## src/rtl/mdb_pkg.sv

```systemverilog
package mdb_pkg;

    typedef enum logic [1:0] {
        ST_EMPTY,
        ST_PARTIAL,
        ST_FULL
    } occ_e;

    typedef enum logic [2:0] {
        OP_NONE,
        OP_POP,
        OP_PUSH,
        OP_BOTH,
        OP_FLUSH
    } op_e;

endpackage

```

## src/rtl/mdb_mode.sv

```systemverilog
module mdb_mode #(
    parameter int          DW        = 8,
    parameter int          FLUSH_BIT = 6,
    parameter logic [7:0]  KEEP_MASK = 8'h3d
) (
    input  logic          clk,
    input  logic          rst_n,
    input  logic          mode_wr,
    input  logic [DW-1:0] mode_wdata,
    output logic [DW-1:0] mode_q,
    output logic          flush
);
    localparam logic [DW-1:0] MASK_W = DW'(KEEP_MASK);

    // flush is a one-cycle command, never stored
    assign flush = mode_wr && mode_wdata[FLUSH_BIT];

    always_ff @(posedge clk or negedge rst_n) begin
        if (!rst_n) begin
            mode_q <= '0;
        end else if (mode_wr) begin
            mode_q <= mode_wdata & MASK_W;
        end
    end
endmodule

```

## src/rtl/mdb_arbiter.sv

```systemverilog
module mdb_arbiter
    import mdb_pkg::*;
#(
    parameter int DW = 8
) (
    input  logic          eng_own,
    input  logic          cpu_rd,
    input  logic          cpu_wr,
    input  logic [DW-1:0] cpu_wdata,
    input  logic          eng_pop,
    input  logic          eng_push,
    input  logic [DW-1:0] eng_pdata,
    input  logic          flush,
    output op_e           op,
    output logic [DW-1:0] push_data,
    output logic          cpu_take
);
    logic rd_req;
    logic wr_req;

    always_comb begin
        rd_req    = eng_own ? eng_pop   : cpu_rd;
        wr_req    = eng_own ? eng_push  : cpu_wr;
        push_data = eng_own ? eng_pdata : cpu_wdata;
        cpu_take  = !eng_own && cpu_rd && !flush;
        if (flush) begin
            op = OP_FLUSH;
        end else begin
            unique case ({rd_req, wr_req})
                2'b00:   op = OP_NONE;
                2'b10:   op = OP_POP;
                2'b01:   op = OP_PUSH;
                default: op = OP_BOTH;
            endcase
        end
    end
endmodule

```

## src/rtl/mdb_ctrl.sv

```systemverilog
module mdb_ctrl
    import mdb_pkg::*;
#(
    parameter int DEPTH = 4,
    localparam int AW    = $clog2(DEPTH),
    localparam int IDX_W = AW + 1
) (
    input  logic          clk,
    input  logic          rst_n,
    input  op_e           op,
    output logic          pop_ok,
    output logic          push_ok,
    output logic [AW-1:0] wpos,
    output occ_e          occ_q,
    output logic          has_q,
    output logic          full_q
);
    localparam logic [IDX_W-1:0] EMPTY_IDX = {IDX_W{1'b1}};
    localparam logic [IDX_W-1:0] LAST_IDX  = IDX_W'(DEPTH - 1);
    localparam logic [IDX_W-1:0] ONE       = IDX_W'(1);

    logic [IDX_W-1:0] idx_q, idx_pop, idx_nxt;
    occ_e             occ_d;
    logic             has_d, full_d;

    // acceptance and next index: pop is applied before push
    always_comb begin
        pop_ok  = 1'b0;
        push_ok = 1'b0;
        unique case (op)
            OP_NONE, OP_FLUSH: ;
            OP_POP:  pop_ok = (occ_q != ST_EMPTY);
            OP_PUSH: push_ok = (occ_q != ST_FULL);
            OP_BOTH: begin
                pop_ok  = (occ_q != ST_EMPTY);
                push_ok = pop_ok || (occ_q != ST_FULL);
            end
            default: ;
        endcase
        idx_pop = pop_ok  ? idx_q - ONE   : idx_q;
        idx_nxt = push_ok ? idx_pop + ONE : idx_pop;
        if (op == OP_FLUSH) begin
            idx_nxt = EMPTY_IDX;
        end
        wpos = idx_nxt[AW-1:0];
    end

    // occupancy next state
    always_comb begin
        occ_d = occ_q;
        unique case (occ_q)
            ST_EMPTY: begin
                if (idx_nxt == LAST_IDX)       occ_d = ST_FULL;
                else if (idx_nxt != EMPTY_IDX) occ_d = ST_PARTIAL;
            end
            ST_PARTIAL: begin
                if (idx_nxt == EMPTY_IDX)      occ_d = ST_EMPTY;
                else if (idx_nxt == LAST_IDX)  occ_d = ST_FULL;
            end
            ST_FULL: begin
                if (idx_nxt == EMPTY_IDX)      occ_d = ST_EMPTY;
                else if (idx_nxt != LAST_IDX)  occ_d = ST_PARTIAL;
            end
            default: occ_d = ST_EMPTY;
        endcase
    end

    // flag outputs: change only at named index transitions
    always_comb begin
        has_d  = has_q;
        full_d = full_q;
        if (op == OP_FLUSH) begin
            has_d  = 1'b0;
            full_d = 1'b0;
        end else begin
            if (pop_ok && idx_q == LAST_IDX)  full_d = 1'b0;
            if (pop_ok && idx_q == '0)        has_d  = 1'b0;
            if (push_ok && idx_nxt == LAST_IDX) full_d = 1'b1;
            if (push_ok && idx_nxt == '0)     has_d  = 1'b1;
        end
    end

    always_ff @(posedge clk or negedge rst_n) begin
        if (!rst_n) begin
            occ_q  <= ST_EMPTY;
            idx_q  <= EMPTY_IDX;
            has_q  <= 1'b0;
            full_q <= 1'b0;
        end else begin
            occ_q  <= occ_d;
            idx_q  <= idx_nxt;
            has_q  <= has_d;
            full_q <= full_d;
        end
    end
endmodule

```

## src/rtl/mdb_store.sv

```systemverilog
module mdb_store #(
    parameter int DEPTH = 4,
    parameter int DW    = 8,
    localparam int AW   = $clog2(DEPTH)
) (
    input  logic          clk,
    input  logic          rst_n,
    input  logic          flush,
    input  logic          pop,
    input  logic          push,
    input  logic [AW-1:0] wpos,
    input  logic [DW-1:0] wdata,
    output logic [DW-1:0] head
);
    logic [DW-1:0] slot [DEPTH];

    for (genvar k = 0; k < DEPTH; k++) begin : g_slot
        logic [DW-1:0] cell_q;
        logic [DW-1:0] shifted;

        if (k == DEPTH - 1) begin : g_tail
            assign shifted = pop ? '0 : cell_q;
        end else begin : g_body
            assign shifted = pop ? slot[k+1] : cell_q;
        end

        always_ff @(posedge clk or negedge rst_n) begin
            if (!rst_n) begin
                cell_q <= '0;
            end else if (flush) begin
                cell_q <= '0;
            end else if (push && wpos == AW'(k)) begin
                cell_q <= wdata;
            end else begin
                cell_q <= shifted;
            end
        end

        assign slot[k] = cell_q;
    end

    assign head = slot[0];
endmodule

```

## src/rtl/mdata_buffer.sv

```systemverilog
module mdata_buffer
    import mdb_pkg::*;
#(
    parameter int         DEPTH     = 4,
    parameter int         DW        = 8,
    parameter int         FLUSH_BIT = 6,
    parameter logic [7:0] KEEP_MASK = 8'h3d
) (
    input  logic          clk,
    input  logic          rst_n,
    input  logic          cpu_wr,
    input  logic [DW-1:0] cpu_wdata,
    input  logic          cpu_rd,
    output logic [DW-1:0] cpu_rdata,
    input  logic          mode_wr,
    input  logic [DW-1:0] mode_wdata,
    output logic [DW-1:0] mode_q,
    input  logic          eng_own,
    input  logic          eng_push,
    input  logic [DW-1:0] eng_pdata,
    input  logic          eng_pop,
    output logic [DW-1:0] head_data,
    output logic          has_data,
    output logic          full
);
    localparam int AW = $clog2(DEPTH);

    logic          flush;
    op_e           op;
    logic [DW-1:0] push_data;
    logic          cpu_take;
    logic          pop_ok, push_ok;
    logic [AW-1:0] wpos;
    occ_e          occ_q;
    logic          has_q, full_q;

    mdb_mode #(.DW(DW), .FLUSH_BIT(FLUSH_BIT), .KEEP_MASK(KEEP_MASK)) u_mode (
        .clk(clk), .rst_n(rst_n), .mode_wr(mode_wr), .mode_wdata(mode_wdata),
        .mode_q(mode_q), .flush(flush)
    );

    mdb_arbiter #(.DW(DW)) u_arb (
        .eng_own(eng_own), .cpu_rd(cpu_rd), .cpu_wr(cpu_wr), .cpu_wdata(cpu_wdata),
        .eng_pop(eng_pop), .eng_push(eng_push), .eng_pdata(eng_pdata),
        .flush(flush), .op(op), .push_data(push_data), .cpu_take(cpu_take)
    );

    mdb_ctrl #(.DEPTH(DEPTH)) u_ctrl (
        .clk(clk), .rst_n(rst_n), .op(op), .pop_ok(pop_ok), .push_ok(push_ok),
        .wpos(wpos), .occ_q(occ_q), .has_q(has_q), .full_q(full_q)
    );

    mdb_store #(.DEPTH(DEPTH), .DW(DW)) u_store (
        .clk(clk), .rst_n(rst_n), .flush(flush), .pop(pop_ok), .push(push_ok),
        .wpos(wpos), .wdata(push_data), .head(head_data)
    );

    // processor read return register; an empty read yields zero
    always_ff @(posedge clk or negedge rst_n) begin
        if (!rst_n) begin
            cpu_rdata <= '0;
        end else if (cpu_take) begin
            cpu_rdata <= (occ_q != ST_EMPTY) ? head_data : '0;
        end
    end

    assign has_data = has_q;
    assign full     = full_q;
endmodule

```

## config.mk

```make
export PLATFORM = sky130hd
export DESIGN_NAME = mdata_buffer
export DESIGN_NICKNAME = d
export VERILOG_FILES = /design/src/rtl/mdb_pkg.sv /design/src/rtl/mdb_mode.sv /design/src/rtl/mdb_arbiter.sv /design/src/rtl/mdb_ctrl.sv /design/src/rtl/mdb_store.sv /design/src/rtl/mdata_buffer.sv
export SDC_FILE = /design/constraint.sdc
export NUM_CORES = 1
export LEC_CHECK = 0
export ABC_AREA = 1
export CAP_MARGIN = 20
export CORE_MARGIN = 2
export CORE_UTILIZATION = 40
export CTS_CLUSTER_DIAMETER = 100
export DETAILED_ROUTE_END_ITERATION = 10
export GPL_ROUTABILITY_DRIVEN = 0
export GPL_TIMING_DRIVEN = 0
export SLEW_MARGIN = 30
export SYNTH_ARGS = -nofsm -noshare
export SYNTH_HDL_FRONTEND = slang
export SYNTH_SLANG_ARGS = --single-unit
```

## constraint.sdc

```tcl
create_clock -name clk -period 3.27 [get_ports clk]
set_input_delay 0.654 -clock clk [delete_from_list [all_inputs] [get_ports clk]]
set_output_delay 0.654 -clock clk [all_outputs]
set_load 0.005 [all_outputs]
```

==> run_results.csv, run 1 <==
group,metric,value,unit
place,postPlaceCellArea,0.003546,mm2
setup_path,r2r_cells,11,
synth,ys_ff_latch,52,
cts,cts_hold_buffers,0,
sta,relSlewSlack,63.33,%
floorplan,die_height,89.10,um
pwr,clkPwrFrac,14.2,%
drt,avgRoutedWirePerCell,12.14,um
outcome,status,"completed",
synth,yosys.area.top_type,"dfrtp_1",
cts,post-cts-setup-buffers,0,
setup_path,rrSetupSlack,0.81,ns
sta,worst_hold_slack,0.1963,ns
sta,max_freq,354.2,MHz
sta,setup_ws,0.4470,ns
global_route,grt_pass1_wl,10.52,mm
place,placedCellCount,516,
synth,synth_area,0.002897,mm2
finish,nets,460,
cts,clk_latency,0.30,ns
setup_path,path_class,"input pin to flip-flop",
drt,vias,2373,
setup_path,path_max_fanout,10,
pwr,internal-power,1.511,mW
global_route,grtUsageTotal,17.10,%
drt,drtIter0Drc,107,
drt,routed_wl,6.348,mm
sta,setup_violations,0,
setup_path,crit_path_end,"u_store.head[1]",
synth,seq_area_frac_synth,45.05,%
sta,drv_slew,0,
synth,ys_top_cells_by_area,"dfrtp_1, nand2_1, o21ai_0",
pwr,p_sw_share,39.40,%
global_route,grtUsageMet1,22.54,%
finish,fin_area,0.003627,mm2
synth,syn_area_per_cell,7.957,um2
cts,ctsResizeCount,0,
global_route,grt_max_degree,38,
synth,ys_types,30,
drt,dr.pass1.iters,4,
cts,htree_levels,2,
finish,antenna_cells,0,
pwr,total_power,2.494,mW
finish,syn2layout_area_growth,25.23,%
sta,clock_skew,0.003903,ns
setup_path,r2r-start,"u_ctrl.idx_q[0]",
pwr,ir_drop,0.2380,mV
synth,yosysTopAreaCellShare,42.33,%
pwr,pwr-share-comb,45.2,%
sta,finalCriticalPeriod,2.823,ns
floorplan,dieArea,0.007938,mm2
sta,period_share,86.33,%
cts,cts_root_buffer,"clkbuf_8",
floorplan,fp.dieW,89.10,um
finish,drive_above_1_share,12.97,%
setup_path,worstPathRequired,3.52,ns
cts,cts_tree,"done",
global_route,grt_util_met2,28.69,%
job,maxCapViolations,0,
worst_hold_path,worstHoldPathType,"input pin to async pin",
global_route,antenna_found_initial,0,
floorplan,initial_core_util,40.59,%
drt,postRouteAntennaNets,0,
setup_path,cp_data_arrival_time,3.07,ns
floorplan,core,0.007137,mm2
pwr,p_seq_share,40.6,%
pwr,p_per_area,687.5,mW/mm2
setup_path,crit_path_end_kind,"flip-flop",
place,hpwl,4.954,mm
sta,tightest_slew,0.5444,ns
sta,rsz0062_at_grt,"no",
global_route,grt_overflow_total,0,
global_route,grt-busiest-layer,"met2",
setup_path,crit_start,"mode_wdata[6]",
global_route,groute.layer.met3.usage,3.416,%
cts,cts_sinks,52,
synth,synthCells,364,
place,pre_cts_slack,0.1048,ns
global_route,grt_pass1_vias,2226,
floorplan,rows,31,
synth,synth_warnings,0,
finish,n_fill_cell,770,
drt,vias_per_cell,4.537,
drt,drc_errors,0,
cts,cts_buffers,5,
setup_path,r2r_end,"u_store.head[1]",
pwr,p_sw,982.6,uW
cts,clk_transition_reported_paths,0.09,ns
pwr,power.leakage,1.843,nW
finish,stdcell_count,523,
floorplan,io-pin-count,58,
place,portBuffers,50,
cts,cts_buffer_depth,2,
sta,hold_viol,0,
setup_path,startpoint_type,"input pin",
==> state kept, by name, summed over array words and instances, names as in the netlist <==
signal and flops:
u_store.g_slot.cell_q 24, u_ctrl.full_q 1, u_ctrl.occ_q 2, u_mode.mode_q 5, u_ctrl.has_q 1, cpu_rdata 8, u_ctrl.idx_q 3, u_store.head 8
==> power groups by stage <==
stage	logic [mW]	registers, mW	clock network (mW)
after floorplan	0.740	1.01	0
after global placement	1.12	1.02	0
after detailed placement	1.14	1.03	0
after CTS	1.14	1.01	0.374
after global routing	1.29	1.04	0.388
final	1.13	1.01	0.354
==> synthesized netlist by cell type <==
master and n:
nand2_1 154, dfrtp_1 49, inv_1 35, o21ai_0 34
o21ai_1 17, nand3_1 13, nand2_2 6, mux2_2 5
nor2_8 5, buf_4 4, ha_1 4, inv_2 4
nand2_4 4, nor2_1 4, buf_2 3, dfstp_2 3
a21oi_2 2, buf_6 2, clkbuf_1 2, nand3_4 2
nand4_1 2, nand4_4 2, a21oi_1 1, buf_1 1
conb_1 1, inv_4 1, inv_6 1, nand2_8 1
nor2_2 1, or3_1 1
==> worst max-delay path, stage by stage <==
cell	delay [ns]
clkdlybuf4s50_1	0.56
nand2_8	0.14
inv_6	0.12
nor2_8	0.05
nand2_4	0.11
nand2_1	0.06
o21ai_1	0.13
ha_1	0.32
inv_1	0.17
nand3_4	0.16
nor2_8	0.23
nor2_8	0.08
nor2_8	0.13
nand2_1	0.09
nand2_1	0.06
==> cells in the final DEF (no fill, tap or decap), types with 6 or more instances in the layout <==
cell / instances
inv_1: 35
clkdlybuf4s50_1: 49
nand2_1: 154
nand2_2: 6
nand3_1: 13
o21ai_1: 17
o21ai_0: 34
dfrtp_1: 49
==> final cells by class <==
cell class                 count  area (um2)  area share, %
sequential                    52        1305          35.98
timing repair buffer          51       518.0          14.28
buffer                        12       78.83          2.173
clock inverter                 2       12.51         0.3449
inverter                      41       161.4          4.450
clock buffer                   5       68.82          1.897
tap                           99       123.9          3.415
multi-input combinational    261        1359          37.46
==> cell families after synthesis <==
family,Yosys count,synth area share (%)
compound gates,54,9.589
fa+ha+maj,4,1.728
buf+inv,53,8.294
flops,52,45.05
mux,5,1.944
other cells,1,0.1295
simple gates,195,33.26
==> worst min path at each step <==
stage	start	end	slack [ns]	depth (start not counted)
6_report	rst_n	u_ctrl.has_q	0.20	1
5_1_grt	rst_n	u_ctrl.has_q	0.20	1
4_1_cts	rst_n	u_ctrl.has_q	0.19	1
3_5_place_dp	u_store.g_slot[1].cell_q[5]	u_store.g_slot[1].cell_q[5]	0.46	2
3_3_place_gp	u_store.g_slot[1].cell_q[6]	u_store.g_slot[1].cell_q[6]	0.46	2
2_1_floorplan	rst_n	cpu_rdata[0]	0.36	0
==> metrics by stage <==
step                      TNS (ns)  utilization, %
after floorplan                  0               -
after global placement      -3.029           49.44
after detailed placement         0           49.68
after CTS                        0           50.82
after global routing             0           50.82
final                            0           50.82
==> metal layers <==
metal / vias up / share of wire, % / wire length, um
li1: 1253 / - / -
met2: 60 / 46 / 2928
met4: 0 / 1.4 / 88
met3: 8 / 6.0 / 380
met1: 1052 / 46 / 2951
met5: - / 0 / 0
Note: power is estimated with default switching activity, not from simulation.
==> run 2: changes to the inputs <==
--- a/config.mk
+++ b/config.mk
@@ -9,10 +9,11 @@
 export CAP_MARGIN = 20
 export CORE_MARGIN = 2
 export CORE_UTILIZATION = 40
+export CTS_BUF_LIST = sky130_fd_sc_hd__clkbuf_8
 export CTS_CLUSTER_DIAMETER = 100
 export DETAILED_ROUTE_END_ITERATION = 10
 export GPL_ROUTABILITY_DRIVEN = 0
-export GPL_TIMING_DRIVEN = 0
+export GPL_TIMING_DRIVEN = 1
 export SLEW_MARGIN = 30
 export SYNTH_ARGS = -nofsm -noshare
 export SYNTH_HDL_FRONTEND = slang
==> run 2 against run 1 <==
Effect of this change: clock power is 46% higher; non-clock buffer count down 3; wire length grew 0.83%; cell count is 0.57% lower; combinational power about the same; total power up 5.8%; critical path depth is the same; sequential share of layout area is 0.26 points lower; count of clock-buffer cells in the layout stayed put; core utilization rose by 0.37 points; highest routed layer unchanged.
==> run_results.csv, run 2 (same netlist as run 1, synthesis figures left out) <==
group,metric,value,unit
finish,fin_area,0.003654,mm2
setup_path,crit_path_end_kind,"flip-flop",
global_route,grt-busiest-layer,"met2",
setup_path,worstPathRequired,3.52,ns
sta,finalCriticalPeriod,2.781,ns
finish,final_cell_mix,"nand2_1, clkdlybuf4s50_1, dfrtp_1, inv_1, o21ai_0",
outcome,status,"completed",
finish,nets,457,
drt,vias_per_cell,4.544,
finish,syn2layout_area_growth,26.13,%
finish,drive_above_1_share,12.59,%
cts,cts_root_buffer,"clkbuf_8",
floorplan,core,0.007137,mm2
cts,htree_levels,2,
global_route,grtUsageMet1,23.19,%
floorplan,die_height,89.10,um
cts,post-cts-setup-buffers,0,
sta,worst_hold_slack,0.2630,ns
global_route,grtUsageTotal,17.17,%
place,pre_cts_slack,0.1422,ns
global_route,grt_pass1_vias,2161,
drt,vias,2363,
pwr,ir_drop,0.2220,mV
sta,clock_skew,0.007296,ns
global_route,grt_max_degree,36,
drt,drc_errors,0,
global_route,antenna_found_initial,0,
setup_path,startpoint_type,"input pin",
drt,dr.pass1.iters,4,
global_route,grt_util_met2,28.42,%
sta,fin_setup_tns,0,ns
drt,postRouteAntennaNets,0,
drt,drtIter0Drc,123,
pwr,total_power,2.637,mW
job,maxCapViolations,0,
finish,stdcell_count,520,
cts,clk_transition_reported_paths,0.09,ns
cts,cts_sinks,52,
cts,cts_buffers,5,
place,placedCellCount,513,
finish,antenna_cells,0,
cts,clk_latency,0.31,ns
cts,cts_hold_buffers,0,
place,portBuffers,52,
floorplan,dieArea,0.007938,mm2
cts,cts_buffer_depth,2,
sta,setup_ws,0.4893,ns
finish,largest_reg_flops,24,
finish,n_fill_cell,694,
finish,regArea,0.001305,mm2
global_route,grt_overflow_total,0,
cts,ctsResizeCount,0,
floorplan,io-pin-count,58,
floorplan,rows,31,
place,postPlaceCellArea,0.003525,mm2
setup_path,r2r_cells,11,
finish,final_util,51.19,%
pwr,p_per_area,721.8,mW/mm2
finish,final_common_cell,"nand2_1",
drt,avgRoutedWirePerCell,12.31,um
place,hpwl,4.860,mm
sta,setup_violations,0,
sta,tightest_slew,0.5985,ns
sta,period_share,85.04,%
setup_path,path_class,"input pin to flip-flop",
finish,multi_input_area,0.001359,mm2
floorplan,initial_core_util,40.59,%
setup_path,cp_data_arrival_time,3.03,ns
global_route,groute.layer.met3.usage,2.678,%
sta,rsz0062_at_grt,"no",
finish,top_register,"u_store.g_slot.cell_q",
sta,max_freq,359.6,MHz
sta,hold_viol,0,
floorplan,fp.dieW,89.10,um
setup_path,r2r-start,"u_ctrl.idx_q[0]",
worst_hold_path,worstHoldPathType,"input pin to async pin",
global_route,grt_pass1_wl,10.47,mm
sta,relSlewSlack,59.68,%
setup_path,r2r_end,"u_store.head[1]",
setup_path,path_max_fanout,10,
setup_path,rrSetupSlack,0.85,ns
sta,drv_slew,0,
cts,cts_tree,"done",
pwr,power.leakage,1.856,nW
drt,routed_wl,6.401,mm
## run 2: area by class of cell
type                            count  share of cell area (%)
Timing Repair Buffer               60                   15.75
Tap cell                           99                   3.390
Multi-Input combinational cell    261                   37.19
Inverter                           41                   4.418
Clock inverter                      2                   1.644
Clock buffer                        5                   1.884
Sequential cell                    52                   35.72
## run 2: routing by layer
layer	share of wire, %	up-vias
met1	50	1060
met5	0	-
li1	-	1247
met4	1.3	0
met3	4.2	7
met2	45	49
## run 2: worst max-delay path, stage by stage
cell,delay (ns)
clkdlybuf4s50_1,0.58
inv_2,0.08
nand2_4,0.12
nand2_4,0.10
nand2_4,0.12
nand2_1,0.05
o21ai_1,0.12
ha_1,0.32
inv_1,0.17
nand3_4,0.16
nor2_8,0.22
nor2_8,0.08
nor2_8,0.13
nand2_1,0.07
nand2_1,0.06
## run 2: worst max path at each step
stage                       start               to  slack (ns)
after floorplan           mode_wr  u_store.head[0]        0.81
final                     eng_own  u_store.head[1]        0.49
after global routing      eng_own  u_store.head[1]        0.29
after global placement    eng_own  u_store.head[1]        0.16
after detailed placement  eng_own  u_store.head[1]        0.14
after CTS                 eng_own  u_store.head[1]        0.45
## run 2: where the power goes
group | total [mW] | switching (mW) | internal (mW)
sequential | 1.01 | 0.127 | 0.881
clock | 0.516 | 0.214 | 0.301
combinational | 1.11 | 0.641 | 0.473
total | 2.64 | 0.982 | 1.66
==> run 3: changes to the inputs <==
--- a/config.mk
+++ b/config.mk
@@ -7,7 +7,7 @@
 export LEC_CHECK = 0
 export ABC_AREA = 1
 export CAP_MARGIN = 20
-export CORE_MARGIN = 2
+export CORE_MARGIN = 5
 export CORE_UTILIZATION = 40
 export CTS_BUF_LIST = sky130_fd_sc_hd__clkbuf_8
 export CTS_CLUSTER_DIAMETER = 100
==> run 3 against run 2 <==
Effect of this change: die area increased by 14%; flip-flop and latch count unchanged; clock skew decreased by 0.0036 ns; first-iteration DRC count decreased by 20%; cell count increased by 0.38%; wire length increased by 0.31%; setup slack got worse by 0.0012 ns; final area decreased by 0.75%.
==> run_results.csv, run 3 (same netlist as run 1, synthesis figures left out) <==
group,metric,value,unit
global_route,antenna_found_initial,0,
setup_path,worstPathRequired,3.51,ns
pwr,ir_drop,0.2225,mV
floorplan,rows,31,
pwr,p_sw,974.9,uW
drt,vias,2329,
finish,drive_above_1_share,12.77,%
drt,drtIter0Drc,99,
sta,finalCriticalPeriod,2.782,ns
global_route,grt-busiest-layer,"met2",
floorplan,die_height,95.10,um
floorplan,dieArea,0.009043,mm2
outcome,status,"completed",
setup_path,cpMaxStageDelayCell,"clkdlybuf4s50_1",
drt,avgRoutedWirePerCell,12.30,um
finish,nets,458,
cts,cts_root_buffer,"clkbuf_8",
pwr,clkPwrFrac,14.9,%
global_route,grt_max_degree,33,
place,hpwl,4.981,mm
drt,drc_errors,0,
sta,tightest_slew,0.7378,ns
setup_path,cpPeakStageDelay,0.57,ns
pwr,p_sw_share,39.01,%
global_route,grtUsageTotal,15.39,%
cts,clk_transition_reported_paths,0.09,ns
global_route,grt_util_met2,25.89,%
finish,final_common_cell,"nand2_1",
setup_path,startpoint_type,"input pin",
drt,vias_per_cell,4.462,
pwr,power.leakage,1.845,nW
floorplan,core,0.007137,mm2
sta,hold_viol,0,
global_route,grt_pass1_wl,10.94,mm
cts,cts_buffer_depth,2,
finish,antenna_cells,0,
finish,final_util,50.81,%
pwr,internal-power,1.524,mW
place,portBuffers,52,
drt,postRouteAntennaNets,0,
floorplan,fp.dieW,95.10,um
pwr,p_per_area,689.2,mW/mm2
cts,cts_sinks,52,
sta,setup_violations,0,
setup_path,cp_data_arrival_time,3.03,ns
cts,cts_tree,"done",
setup_path,rrSetupSlack,0.83,ns
sta,relSlewSlack,50.82,%
setup_path,path_class,"input pin to flip-flop",
sta,max_freq,359.5,MHz
finish,top_register,"u_store.g_slot.cell_q",
setup_path,path_max_fanout,10,
setup_path,crit_path_end_kind,"flip-flop",
floorplan,initial_core_util,40.59,%
sta,clock_skew,0.003670,ns
global_route,grt_overflow_total,0,
finish,syn2layout_area_growth,25.18,%
cts,cts_buffers,5,
floorplan,io-pin-count,58,
setup_path,worstPathCellList,"clkdlybuf4s50_1 -> inv_2 -> nand2_4 -> nand2_4 -> nand2_4 -> nand2_1 -> o21ai_1 -> ha_1 -> inv_1 -> nand3_4 -> nor2_8 -> nor2_8 -> nor2_8 -> nand2_1 -> nand2_1",
sta,period_share,85.07,%
finish,largest_reg_flops,24,
global_route,grt_pass1_vias,2240,
cts,post-cts-setup-buffers,0,
drt,routed_wl,6.421,mm
cts,htree_levels,2,
global_route,groute.layer.met3.usage,3.394,%
sta,rsz0062_at_grt,"no",
finish,final_cell_mix,"nand2_1, clkdlybuf4s50_1, dfrtp_1, inv_1, o21ai_0",
drt,dr.pass1.iters,4,
cts,ctsResizeCount,0,
global_route,grtUsageMet1,20.05,%
cts,clk_latency,0.30,ns
cts,cts_hold_buffers,0,
pwr,p_seq_share,40.5,%
sta,fin_setup_tns,0,ns
worst_hold_path,worstHoldPathType,"input pin to async pin",
sta,drv_slew,0,
pwr,pwr-share-comb,44.6,%
job,maxCapViolations,0,
## run 3: worst paths after layout
check                                                 start                          end  depth (start not counted)
worst max-delay path                                eng_own              u_store.head[7]                         15
worst min-delay path                                  rst_n                 u_ctrl.has_q                          1
worst max register to register              u_ctrl.idx_q[0]              u_store.head[7]                         11
worst min register to register  u_store.g_slot[1].cell_q[1]  u_store.g_slot[1].cell_q[1]                          2
max in group asynchronous                             rst_n  u_store.g_slot[1].cell_q[0]                          2
min in group clk                u_store.g_slot[1].cell_q[1]  u_store.g_slot[1].cell_q[1]                          2
## run 3: routing by layer
metal | wire (um) | up-vias | part of all wire [%]
li1 | - | 1250 | -
met1 | 2926 | 1021 | 46
met2 | 3024 | 53 | 47
met3 | 404 | 5 | 6.3
met4 | 66 | 0 | 1.0
met5 | 0 | - | 0
## run 3: final cells by class
type,count,area (um2)
Tap cell,99,123.9
Sequential cell,52,1305
Clock buffer,6,82.58
Fill cell,720,3511
Inverter,41,161.4
Clock inverter,2,11.26
Timing Repair Buffer,61,583.1
Multi-Input combinational cell,261,1359
## run 3: power groups by stage
stage / Combinational (mW) / Clock, mW / Sequential [mW]
global route: 1.27 / 0.414 / 1.05
floorplan: 0.740 / 0 / 1.01
finish: 1.11 / 0.373 / 1.01
CTS: 1.13 / 0.389 / 1.01
global placement: 1.11 / 0 / 1.02
detailed placement: 1.13 / 0 / 1.03
## run 3: through the flow
| stage | setup slack [ns] | std cells | hold slack, ns | power (mW) | cell area (um2) |
|---|---|---|---|---|---|
| after floorplan | 0.8078 | 366 | 0.3584 | 1.750 | 2904 |
| after global routing | 0.2654 | 522 | 0.4502 | 2.732 | 3626 |
| after CTS | 0.4749 | 522 | 0.4224 | 2.532 | 3626 |
| after global placement | 0.1759 | 514 | 0.4591 | 2.129 | 3532 |
| after detailed placement | 0.1674 | 514 | 0.4606 | 2.152 | 3532 |
| final | 0.4881 | 522 | 0.4076 | 2.499 | 3626 |
## run 3: critical path: cells and delay by family
kind                       cells  cell delay, ns
and+or+nand+nor               10            1.11
buffers and inverters          3            0.82
adders and majority gates      1            0.32
AOI/OAI and AO/OA              1            0.12
